`src/rtl/tte_pkg.sv`:
```
package tte_pkg;

  localparam int unsigned TTE_W = 64;

  typedef enum logic [1:0] {
    OP_PUT  = 2'd0,
    OP_GET  = 2'd1,
    OP_FILL = 2'd2,
    OP_LIST = 2'd3
  } tte_op_e;

  typedef enum logic [1:0] {
    ST_IDLE,
    ST_RUN,
    ST_FETCH,
    ST_DONE
  } tte_state_e;

  // lowest-address byte (bus bits 7:0) becomes the most significant byte
  function automatic logic [TTE_W-1:0] be_word(input logic [TTE_W-1:0] raw);
    logic [TTE_W-1:0] w;
    for (int k = 0; k < TTE_W / 8; k++) begin
      w[TTE_W-1-8*k -: 8] = raw[8*k +: 8];
    end
    return w;
  endfunction

endpackage

```
`src/rtl/tte_index_calc.sv`:
```
module tte_index_calc #(
  parameter int unsigned   ENTRIES    = 16,
  parameter int unsigned   PAGE_SHIFT = 12,
  parameter logic [63:0]   BUS_OFFSET = 64'h1_0000,
  parameter int unsigned   IDX_W      = 4
) (
  input  logic [63:0]      ioba_i,
  output logic [63:0]      rel_o,
  output logic [IDX_W-1:0] idx_o,
  output logic             ok_o
);
  localparam logic [63:0] PG_LOW = (64'd1 << PAGE_SHIFT) - 64'd1;

  logic [63:0] full_idx;

  assign rel_o    = (ioba_i & ~PG_LOW) - BUS_OFFSET;
  assign full_idx = rel_o >> PAGE_SHIFT;
  assign ok_o     = full_idx < 64'(ENTRIES);
  assign idx_o    = full_idx[IDX_W-1:0];

endmodule

```
`src/rtl/tte_entry_store.sv`:
```
module tte_entry_store #(
  parameter int unsigned ENTRIES = 16,
  parameter int unsigned IDX_W   = 4
) (
  input  logic             clk_i,
  input  logic             rst_ni,
  input  logic             wr_en_i,
  input  logic [IDX_W-1:0] wr_idx_i,
  input  logic [63:0]      wr_data_i,
  input  logic [IDX_W-1:0] rd_idx_i,
  output logic [63:0]      rd_data_o
);
  logic [63:0] ent_q [ENTRIES];

  for (genvar g = 0; g < ENTRIES; g++) begin : g_ent
    always_ff @(posedge clk_i or negedge rst_ni) begin
      if (!rst_ni)                                   ent_q[g] <= '0;
      else if (wr_en_i && wr_idx_i == IDX_W'(g))     ent_q[g] <= wr_data_i;
    end
  end

  assign rd_data_o = ent_q[rd_idx_i];

endmodule

```
`src/rtl/tte_event_gen.sv`:
```
module tte_event_gen #(
  parameter int unsigned PAGE_SHIFT = 12
) (
  input  logic        clk_i,
  input  logic        rst_ni,
  input  logic        wr_en_i,
  input  logic [63:0] iova_i,
  input  logic [63:0] val_i,
  output logic        evt_valid_o,
  output logic [63:0] evt_iova_o,
  output logic [63:0] evt_xlat_o,
  output logic [63:0] evt_mask_o,
  output logic [1:0]  evt_perm_o,
  output logic        evt_unmap_o
);
  localparam logic [63:0] PG_LOW = (64'd1 << PAGE_SHIFT) - 64'd1;

  logic        vld_q;
  logic [63:0] iova_q, val_q;

  always_ff @(posedge clk_i or negedge rst_ni) begin
    if (!rst_ni) begin
      vld_q  <= 1'b0;
      iova_q <= '0;
      val_q  <= '0;
    end else begin
      vld_q <= wr_en_i;
      if (wr_en_i) begin
        iova_q <= iova_i;
        val_q  <= val_i;
      end
    end
  end

  assign evt_valid_o = vld_q;
  assign evt_iova_o  = iova_q;
  assign evt_xlat_o  = val_q & ~PG_LOW;
  assign evt_mask_o  = PG_LOW;
  assign evt_perm_o  = val_q[1:0];
  assign evt_unmap_o = ~|val_q[1:0];

endmodule

```
`src/rtl/tte_update_engine.sv`:
```
module tte_update_engine
  import tte_pkg::*;
#(
  parameter int unsigned ENTRIES    = 16,
  parameter int unsigned PAGE_SHIFT = 12,
  parameter logic [63:0] BUS_OFFSET = 64'h1_0000,
  parameter logic [31:0] WIN_ID     = 32'h0000_0A05,
  parameter int unsigned LIST_MAX   = 512,
  parameter int unsigned LIST_ALIGN = 12,
  parameter int unsigned CNT_W      = 16
) (
  input  logic             clk_i,
  input  logic             rst_ni,
  input  logic             cmd_valid_i,
  output logic             cmd_ready_o,
  input  logic [1:0]       cmd_op_i,
  input  logic [63:0]      cmd_win_i,
  input  logic [63:0]      cmd_ioba_i,
  input  logic [63:0]      cmd_arg_i,
  input  logic [CNT_W-1:0] cmd_pages_i,
  output logic             done_o,
  output logic             status_o,
  output logic [63:0]      rdata_o,
  output logic             mem_req_o,
  output logic [63:0]      mem_addr_o,
  input  logic             mem_rvalid_i,
  input  logic [63:0]      mem_rdata_i,
  output logic             evt_valid_o,
  output logic [63:0]      evt_iova_o,
  output logic [63:0]      evt_xlat_o,
  output logic [63:0]      evt_mask_o,
  output logic [1:0]       evt_perm_o,
  output logic             evt_unmap_o
);
  localparam int unsigned IDX_W   = (ENTRIES > 1) ? $clog2(ENTRIES) : 1;
  localparam logic [63:0] PG_SIZE = 64'd1 << PAGE_SHIFT;
  localparam logic [63:0] STRIDE  = 64'(TTE_W / 8);

  tte_state_e       state_q;
  tte_op_e          op_q, op_in;
  logic [63:0]      ioba_q, arg_q, rdata_q;
  logic [CNT_W-1:0] remain_q;
  logic             status_q;

  logic [63:0]      pages64, rel, rd_data, step_val;
  logic [IDX_W-1:0] idx;
  logic             idx_ok, accept, multi, pre_err, step_go, wr_en;

  assign op_in   = tte_op_e'(cmd_op_i);
  assign pages64 = 64'(cmd_pages_i);
  assign multi   = (op_in == OP_FILL) || (op_in == OP_LIST);
  assign accept  = cmd_valid_i && cmd_ready_o;

  always_comb begin
    pre_err = (|cmd_win_i[63:32]) || (cmd_win_i[31:0] != WIN_ID);
    if (multi && pages64 == '0)                                   pre_err = 1'b1;
    if (op_in == OP_FILL && pages64 > 64'(ENTRIES))               pre_err = 1'b1;
    if (op_in == OP_LIST && (pages64 > 64'(LIST_MAX) ||
                             |cmd_arg_i[LIST_ALIGN-1:0]))         pre_err = 1'b1;
  end

  assign step_go  = (state_q == ST_RUN) || (state_q == ST_FETCH && mem_rvalid_i);
  assign step_val = (state_q == ST_FETCH) ? be_word(mem_rdata_i) : arg_q;
  assign wr_en    = step_go && idx_ok && (op_q != OP_GET);

  tte_index_calc #(
    .ENTRIES(ENTRIES), .PAGE_SHIFT(PAGE_SHIFT), .BUS_OFFSET(BUS_OFFSET), .IDX_W(IDX_W)
  ) i_index (
    .ioba_i(ioba_q), .rel_o(rel), .idx_o(idx), .ok_o(idx_ok)
  );

  tte_entry_store #(.ENTRIES(ENTRIES), .IDX_W(IDX_W)) i_store (
    .clk_i, .rst_ni,
    .wr_en_i(wr_en), .wr_idx_i(idx), .wr_data_i(step_val),
    .rd_idx_i(idx), .rd_data_o(rd_data)
  );

  tte_event_gen #(.PAGE_SHIFT(PAGE_SHIFT)) i_event (
    .clk_i, .rst_ni,
    .wr_en_i(wr_en), .iova_i(rel), .val_i(step_val),
    .evt_valid_o, .evt_iova_o, .evt_xlat_o, .evt_mask_o, .evt_perm_o, .evt_unmap_o
  );

  always_ff @(posedge clk_i or negedge rst_ni) begin
    if (!rst_ni) begin
      state_q  <= ST_IDLE;
      op_q     <= OP_PUT;
      ioba_q   <= '0;
      arg_q    <= '0;
      rdata_q  <= '0;
      remain_q <= '0;
      status_q <= 1'b0;
    end else begin
      unique case (state_q)
        ST_IDLE: if (accept) begin
          op_q     <= op_in;
          ioba_q   <= cmd_ioba_i;
          arg_q    <= cmd_arg_i;
          remain_q <= multi ? cmd_pages_i : CNT_W'(1);
          status_q <= pre_err;
          if (pre_err)                state_q <= ST_DONE;
          else if (op_in == OP_LIST)  state_q <= ST_FETCH;
          else                        state_q <= ST_RUN;
        end
        ST_RUN, ST_FETCH: if (step_go) begin
          if (!idx_ok) begin
            status_q <= 1'b1;
            state_q  <= ST_DONE;
          end else begin
            if (op_q == OP_GET)  rdata_q <= rd_data;
            if (op_q == OP_LIST) arg_q   <= arg_q + STRIDE;
            ioba_q   <= ioba_q + PG_SIZE;
            remain_q <= remain_q - CNT_W'(1);
            if (remain_q == CNT_W'(1)) begin
              status_q <= 1'b0;
              state_q  <= ST_DONE;
            end
          end
        end
        default: state_q <= ST_IDLE;
      endcase
    end
  end

  assign cmd_ready_o = (state_q == ST_IDLE);
  assign done_o      = (state_q == ST_DONE);
  assign status_o    = status_q;
  assign rdata_o     = rdata_q;
  assign mem_req_o   = (state_q == ST_FETCH);
  assign mem_addr_o  = arg_q;

  a_r12_busy_after_accept: assert property (@(posedge clk_i) disable iff (!rst_ni)
    (cmd_valid_i && cmd_ready_o) |=> !cmd_ready_o);
  a_r12_done_single: assert property (@(posedge clk_i) disable iff (!rst_ni)
    done_o |=> !done_o);
  a_r12_no_event_idle: assert property (@(posedge clk_i) disable iff (!rst_ni)
    evt_valid_o |-> !cmd_ready_o);
  a_r7_fetch_hold: assert property (@(posedge clk_i) disable iff (!rst_ni)
    (mem_req_o && !mem_rvalid_i) |=> (mem_req_o && $stable(mem_addr_o)));
  a_r7_fetch_stride: assert property (@(posedge clk_i) disable iff (!rst_ni)
    (mem_req_o && mem_rvalid_i) |=> (!mem_req_o || mem_addr_o == $past(mem_addr_o) + STRIDE));
  a_r6_list_start_aligned: assert property (@(posedge clk_i) disable iff (!rst_ni)
    $rose(mem_req_o) |-> (mem_addr_o[LIST_ALIGN-1:0] == '0));

endmodule

```
`config.mk`:
```
export PLATFORM = sky130hd
export DESIGN_NAME = tte_update_engine
export DESIGN_NICKNAME = d
export VERILOG_FILES = /design/src/rtl/tte_pkg.sv /design/src/rtl/tte_index_calc.sv /design/src/rtl/tte_entry_store.sv /design/src/rtl/tte_event_gen.sv /design/src/rtl/tte_update_engine.sv
export SDC_FILE = /design/constraint.sdc
export NUM_CORES = 2
export LEC_CHECK = 0
export BUFFER_PORTS_ARGS = -buffer_cell sky130_fd_sc_hd__buf_2
export CAP_MARGIN = 40
export CORE_MARGIN = 4
export CORE_UTILIZATION = 24
export CTS_CLUSTER_DIAMETER = 100
export DETAILED_ROUTE_END_ITERATION = 12
export SLEW_MARGIN = 10
export SYNTH_ARGS = -nofsm -noshare
export SYNTH_HDL_FRONTEND = slang
export SYNTH_SLANG_ARGS = --single-unit
```
`constraint.sdc`:
```
create_clock -name clk_i -period 3.7 [get_ports clk_i]
set_input_delay 0.185 -clock clk_i [delete_from_list [all_inputs] [get_ports clk_i]]
set_output_delay 0.185 -clock clk_i [all_outputs]
set_load 0.02 [all_outputs]
```
## Yosys cells after proc, flatten, opt, wreduce, memory -nomap -nowiden

Cells that the tools add are included.

| word-level totals | value |
|---|---|
| output and inout bits | 328 |
| bits in registers | 1,366 |
| word-level logic and storage cells | 140 |
| input port bits | 278 |

| operators by class | value |
|---|---|
| reductions and logical operators | 42 |
| muxes and demuxes | 33 |
| add/sub/neg operators | 4 |
| magnitude comparators | 4 |
| bitwise logic cells | 1 |
| eq/ne operators | 30 |

Operators by type and width:

| operator | count |
|---|---|
| 64-bit two-way mux | 10 |
| 64-bit binary-select mux with 4-bit select | 1 |
| 64-bit one-hot mux with 2 select lines | 2 |
| 64-bit by 13-bit adder with 64-bit output (second input constant) | 1 |
| 64-bit by 4-bit adder with 64-bit output (second input constant) | 1 |
| 64-bit zero test | 1 |
| 16-bit two-way mux | 4 |
| 64-bit by 17-bit subtractor with 64-bit output (second input constant) | 1 |
| 52-bit by 5-bit < comparator with 1-bit output (second input constant) | 1 |
| 4-bit equality test (second input constant) | 8 |
| 32-bit by 12-bit != test with 1-bit output (second input constant) | 1 |
| 16-bit one-hot mux with 2 select lines | 1 |
| 32-bit OR reduction | 1 |
| 1-bit logical AND | 23 |
| 16-bit by 1-bit equality test with 1-bit output (second input constant) | 1 |
| 4-bit by 3-bit equality test with 1-bit output (second input constant) | 4 |
| 16-bit by 10-bit greater-than comparator with 1-bit output (second input constant) | 1 |
| 16-bit by 5-bit greater-than comparator with 1-bit output (second input constant) | 1 |
| 16-bit by 1-bit subtractor with 16-bit output (second input constant) | 1 |
| 2-bit two-way mux | 6 |
| 4-bit AND reduction | 3 |
| 12-bit OR reduction | 1 |
| 2-bit equality test (second input constant) | 5 |
| 4-bit by 2-bit equality test with 1-bit output (second input constant) | 2 |
| other kinds (19) | 33 |

## Longest topological paths before layout

| logic depth | value |
|---|---|
| word-level depth | 9 |
| mapped depth | 16 |
| depth with buffers taken out | 11 |

## Cells and area by module

A second synthesis with hierarchy kept.

| second synthesis, totals | value |
|---|---|
| cell total of the unflattened synthesis | 4,757 |
| area total of the unflattened synthesis | 64,848.4 µm² |

Modules (own cells, without submodules):

| module | cells each | instances | area each (µm²) | sequential area each (µm²) |
|---|---|---|---|---|
| tte_entry_store | 2,776 | 1 | 45,394.8 | 25,624.6 |
| tte_update_engine | 1,417 | 1 | 12,767.2 | 5,330.1 |
| tte_event_gen | 329 | 1 | 5,053.6 | 2,977.9 |
| tte_index_calc | 235 | 1 | 1,632.8 | 0.0 |

## Worst setup path after synthesis

OpenSTA, ideal clock, no wires.

| timing path | value |
|---|---|
| kind | reg-to-reg |
| start point | reg ioba_q[16] |
| end point | reg arg_q[28] (netlist: mem_addr_o[28]) |
| setup time | 138 ps |
| data required time | 3,562 ps |
| period minus slack after synthesis | 3,572 ps |
| data arrival time | 3,434 ps |
| slack | 128 ps |
| stages on the path, launching flop included | 15 |
| path buffers | 3 |
| cell sequence | dfrtp_1 > clkbuf_1 > inv_1 > ha_1 > nor3b_2 > nand3_1 > a2111o_1 > a2111oi_0 > nand4_1 > nor4_2 > buf_4 > nand4_1 > buf_2 > o41ai_1 > o41ai_1 |

| between the ends | value |
|---|---|
| longest elaborated chain between the ends | 4 |

Ends and longest elaborated chain:

| item | line | RTL |
|---|---|---|
| start, declared | tte_update_engine.sv:41 | `logic [63:0] ioba_q, arg_q, rdata_q;` |
| start signal, assigned | tte_update_engine.sv:97 | `ioba_q <= cmd_ioba_i;` |
| start signal, assigned | tte_update_engine.sv:112 | `ioba_q <= ioba_q + PG_SIZE;` |
| 64-bit by 17-bit subtractor with 64-bit output | tte_index_calc.sv:16 | `assign rel_o = (ioba_i & ~PG_LOW) - BUS_OFFSET;` |
| net i_event.iova_i[16] | tte_event_gen.sv:7 | `input logic [63:0] iova_i,` |
| 52-bit by 5-bit < comparator with 1-bit output | tte_index_calc.sv:18 | `assign ok_o = full_idx < 64'(ENTRIES);` |
| 2-bit != test (no source line) | n/a |  |
| 5-bit AND reduction (no source line) | n/a |  |
| end signal, assigned | tte_update_engine.sv:98 | `arg_q <= cmd_arg_i;` |
| end signal, assigned | tte_update_engine.sv:111 | `if (op_q == OP_LIST) arg_q <= arg_q + STRIDE;` |
| end, declared | tte_update_engine.sv:41 |  |

The timed path passes the listed nets, and every way through them passes these cells.
A chain may end at the register's enable or synchronous reset.

## Final worst setup path

| timing path | value |
|---|---|
| start point | reg ioba_q[41] |
| end point | reg rdata_q[37] (netlist: rdata_o[37]) |

| between the ends | value |
|---|---|
| longest elaborated chain between the ends | 3 |

Ends and longest elaborated chain:

| item | line | RTL |
|---|---|---|
| 64-bit by 17-bit subtractor with 64-bit output | tte_index_calc.sv:16 |  |
| 52-bit by 5-bit < comparator with 1-bit output | tte_index_calc.sv:18 |  |
| 4-bit AND reduction (no source line) | n/a |  |
| end signal, assigned | tte_update_engine.sv:110 | `if (op_q == OP_GET) rdata_q <= rd_data;` |
| end, declared | tte_update_engine.sv:41 |  |

No other way between the ends.

==> flow_summary_export.csv <==
group,metric,value,unit
floorplan,fp.dieW,508,um
timing,rsz0062_at_grt,"yes",
detailed_routing,first_iter_violations,4409,
global_route,track_usage,17.4,%
floorplan,io_pins,606,
floorplan,fp-row-count,183,
synthesis,synth_top_area_share,55.4,%
setup_path,cp_cell_sequence,"or4_4 > or3_4 > buf_6 > o41ai_4 > nand2_2 > a2111oi_4 > and4_4 > and3_4 > nand4b_1 > buf_12 > clkbuf_16 > mux2_4",
setup_path,r2r.worst_path.cells,12,
timing,fin_ws,-0.0363,ns
flow_run,maxCapViolCount,0,
synthesis,ys_seq_area_share,55.4,%
detailed_routing,wire_per_inst,24.2,um
outcome,violations,"negative hold slack, negative setup slack",
finish,fin_cells,9795,
setup_path,crit_path_max_incr_delay,0.54,ns
power,leakage,34.8,nW
finish,drive_gt1_share,25.4,%
synthesis,synth_cells,5520,
timing,slew_headroom,22.9,%
detailed_routing,dr.pass1.iters,6,
timing,finalSetupTns,-0.238,ns
clock_tree,cts_max_path_buffers,3,
setup_path,crit_type,"reg2reg",
timing,worst_slew_pin_slew,1.16,ns
synthesis,avgSynthCellArea,10.9,sq um
clock_tree,worstSkewPairLatency,0.81,ns
synthesis,synthArstFlopShare,100,%
setup_path,cp-start-kind,"flip-flop",
timing,worst_hold_slack,-0.0254,ns
synthesis,synth_edf_count,0,
worst_hold_path,hold_path_class,"in2async",
timing,slew_violations,0,
clock_tree,cts_root_buffer,"clkbuf_16",
outcome,status,"finished, violations left",
setup_path,crit_family,"simple AND/OR/NAND/NOR gates",
clock_tree,cts_sinks,1332,
floorplan,die_h,508,um
timing,period_share,101,%
floorplan,start_util,24.2,%
global_route,grt_pass1_vias,49100,
global_route,grt_pass1_wl,335000,um
global_route,gr-total-overflow,0,
detailed_routing,drt-total-wl,237000,um
global_route,antenna_found_initial,13,
placed_design,gp_congestion,0.889,
detailed_routing,postRouteAntennaNets,0,
clock_tree,numCtsBuffers,142,
clock_tree,cts_tree,"yes",
synthesis,synth_ff_type,"dfrtp_1",
timing,finalHoldViolCount,8,
floorplan,core_area,0.249,sq mm
synthesis,yosysWarnings,0,
timing,setup_viol,13,
timing,max_freq,268,MHz
setup_path,arrival,4.42,ns
setup_path,worst-path-max-fanout,8,
synthesis,ys_ff_latch,1332,
timing,clock_skew,0.0485,ns
synthesis,yosysTopAreaCell,"dfrtp_1",
floorplan,die_area,0.259,sq mm
detailed_routing,via_per_inst,4.96,
placed_design,dp.cells,9270,
finish,area_growth,28.4,%
detailed_routing,drc,0,
timing,fin_crit,3.74,ns
synthesis,synth.area.top_cells,"dfrtp_1 (55%), mux4_2 (12%), nand2_1 (8.1%)",
setup_path,cpMaxStageDelayCell,"or4_4",
detailed_routing,num_vias,48600,
power,irDropWorstVdd,0.679,mV
clock_tree,path_clk_slew,0.06,ns
clock_tree,htreeDepth,4,
power,power_density,614,mW/mm^2
placed_design,post-dp-hpwl,156000,um
finish,nets,6629,
setup_path,end_kind,"flip-flop",
setup_path,cp_num_cells,12,
global_route,grt_max_degree,116,
setup_path,path_buf_inv,3,
finish,layout_commonest_cell,"dfrtp_1",
placed_design,port_buffers,505,
finish,layout_common_cells,"dfrtp_1 (1328), nand2_1 (1290), o21ai_1 (643)",
synthesis,synth.distinct_cells,76,
setup_path,required,4.38,ns
synthesis,synth_area,0.0601,sq mm
==> metal layers <==
| metal | up-vias | track usage (%) | wire length (um) |
|---|---|---|---|
| met1 | 24600 | 21.8 | 91100 |
| met3 | 572 | 3.16 | 18900 |
| met2 | 2407 | 27.6 | 108000 |
| li1 | 21000 | - | - |
| met4 | 2 | 11.3 | 18800 |
| met5 | - | 0 | 13 |
==> repair_timing <==
action,4_1_cts,5_1_grt
pin swaps,3,10
cloned,1,21
resized for setup,6,115
endpoints found under the hold margin,1256,0
setup endpoints to repair,536,1253
setup buffers,8,23
hold buffers,201,0
==> synthesized netlist by cell type, types with 67 or more instances <==
master	n
nor2_1	109
o21ai_0	500
dfrtp_1	1332
buf_4	96
nand2_1	1297
buf_1	74
nand3_1	71
and2_1	70
o21ai_1	605
mux4_2	320
clkbuf_1	309
mux2i_1	67
==> report_power, final <==
group	switching [mW]	internal, mW
clock network	6.47	8.50
registers	1.55	15.3
logic	10.4	5.20
==> stage by stage <==
step | instance area, sq um | hold slack (ns) | utilization (%) | power (mW) | worst slack [ns]
after global placement | 69100 | 0.246 | 27.7 | 32.1 | -0.190
final | 77200 | -0.0254 | 31.0 | 47.4 | -0.0363
after global routing | 77200 | 0.0204 | 31.0 | 49.4 | -0.106
after CTS | 76100 | 0.00646 | 30.6 | 47.5 | -0.0167
after detailed placement | 69100 | 0.265 | 27.7 | 32.2 | -0.198
after floorplan | 60400 | -0.111 | - | 25.2 | 0.128
==> registers in the layout (all words and copies together) (netlist names) <==
signal	count
ioba_q	52
status_o	1
remain_q	16
i_store.ent_q	1024
state_q	2
op_q	2
rdata_o	64
i_event.evt_iova_o	52
mem_addr_o	64
i_event.val_q	54
i_event.evt_valid_o	1
==> worst register-to-register path, cell delays in order, from the launching register on <==
cell       delay (ns)
dfrtp_1          0.38
or4_4            0.54
or3_4            0.37
buf_6            0.15
o41ai_4          0.30
nand2_2          0.13
a2111oi_4        0.20
and4_4           0.31
and3_4           0.20
nand4b_1         0.20
buf_12           0.24
clkbuf_16        0.32
mux2_4           0.31
==> layout make-up <==
type	count	area [sq um]
Clock inverter	58	890
Antenna cell	14	35.0
Multi-Input combinational cell	3710	25000
Clock buffer	200	4010
Inverter	22	82.6
Fill cell	25100	172000
Tap cell	3330	4170
Sequential cell	1332	33300
Timing Repair Buffer	1129	9640
==> worst paths after layout <==
kind                       slack, ns              start                 end
hold / removal                 -0.03             rst_ni  i_store.ent_q[710]
hold reg to reg                 0.47  i_event.val_q[21]   i_event.val_q[21]
setup reg to reg               -0.04         ioba_q[41]         rdata_o[37]
max in group asynchronous       2.39             rst_ni         rdata_o[45]
min in group clk_i              0.08      cmd_win_i[60]            status_o
setup / recovery               -0.04         ioba_q[41]         rdata_o[37]
==> logic make-up after synthesis <==
kind of cell	after synthesis	share of synthesized area [%]
and+or+nand+nor	1827	13.3
DFF	1332	55.4
AOI/OAI and AO/OA	1311	11.7
buffers and inverters	565	4.33
muxes	459	14.8
adders and majority gates	14	0.291
xor gates and xnor gates	10	0.146
other	2	0.0125
Power figures use the tool's default switching activity.
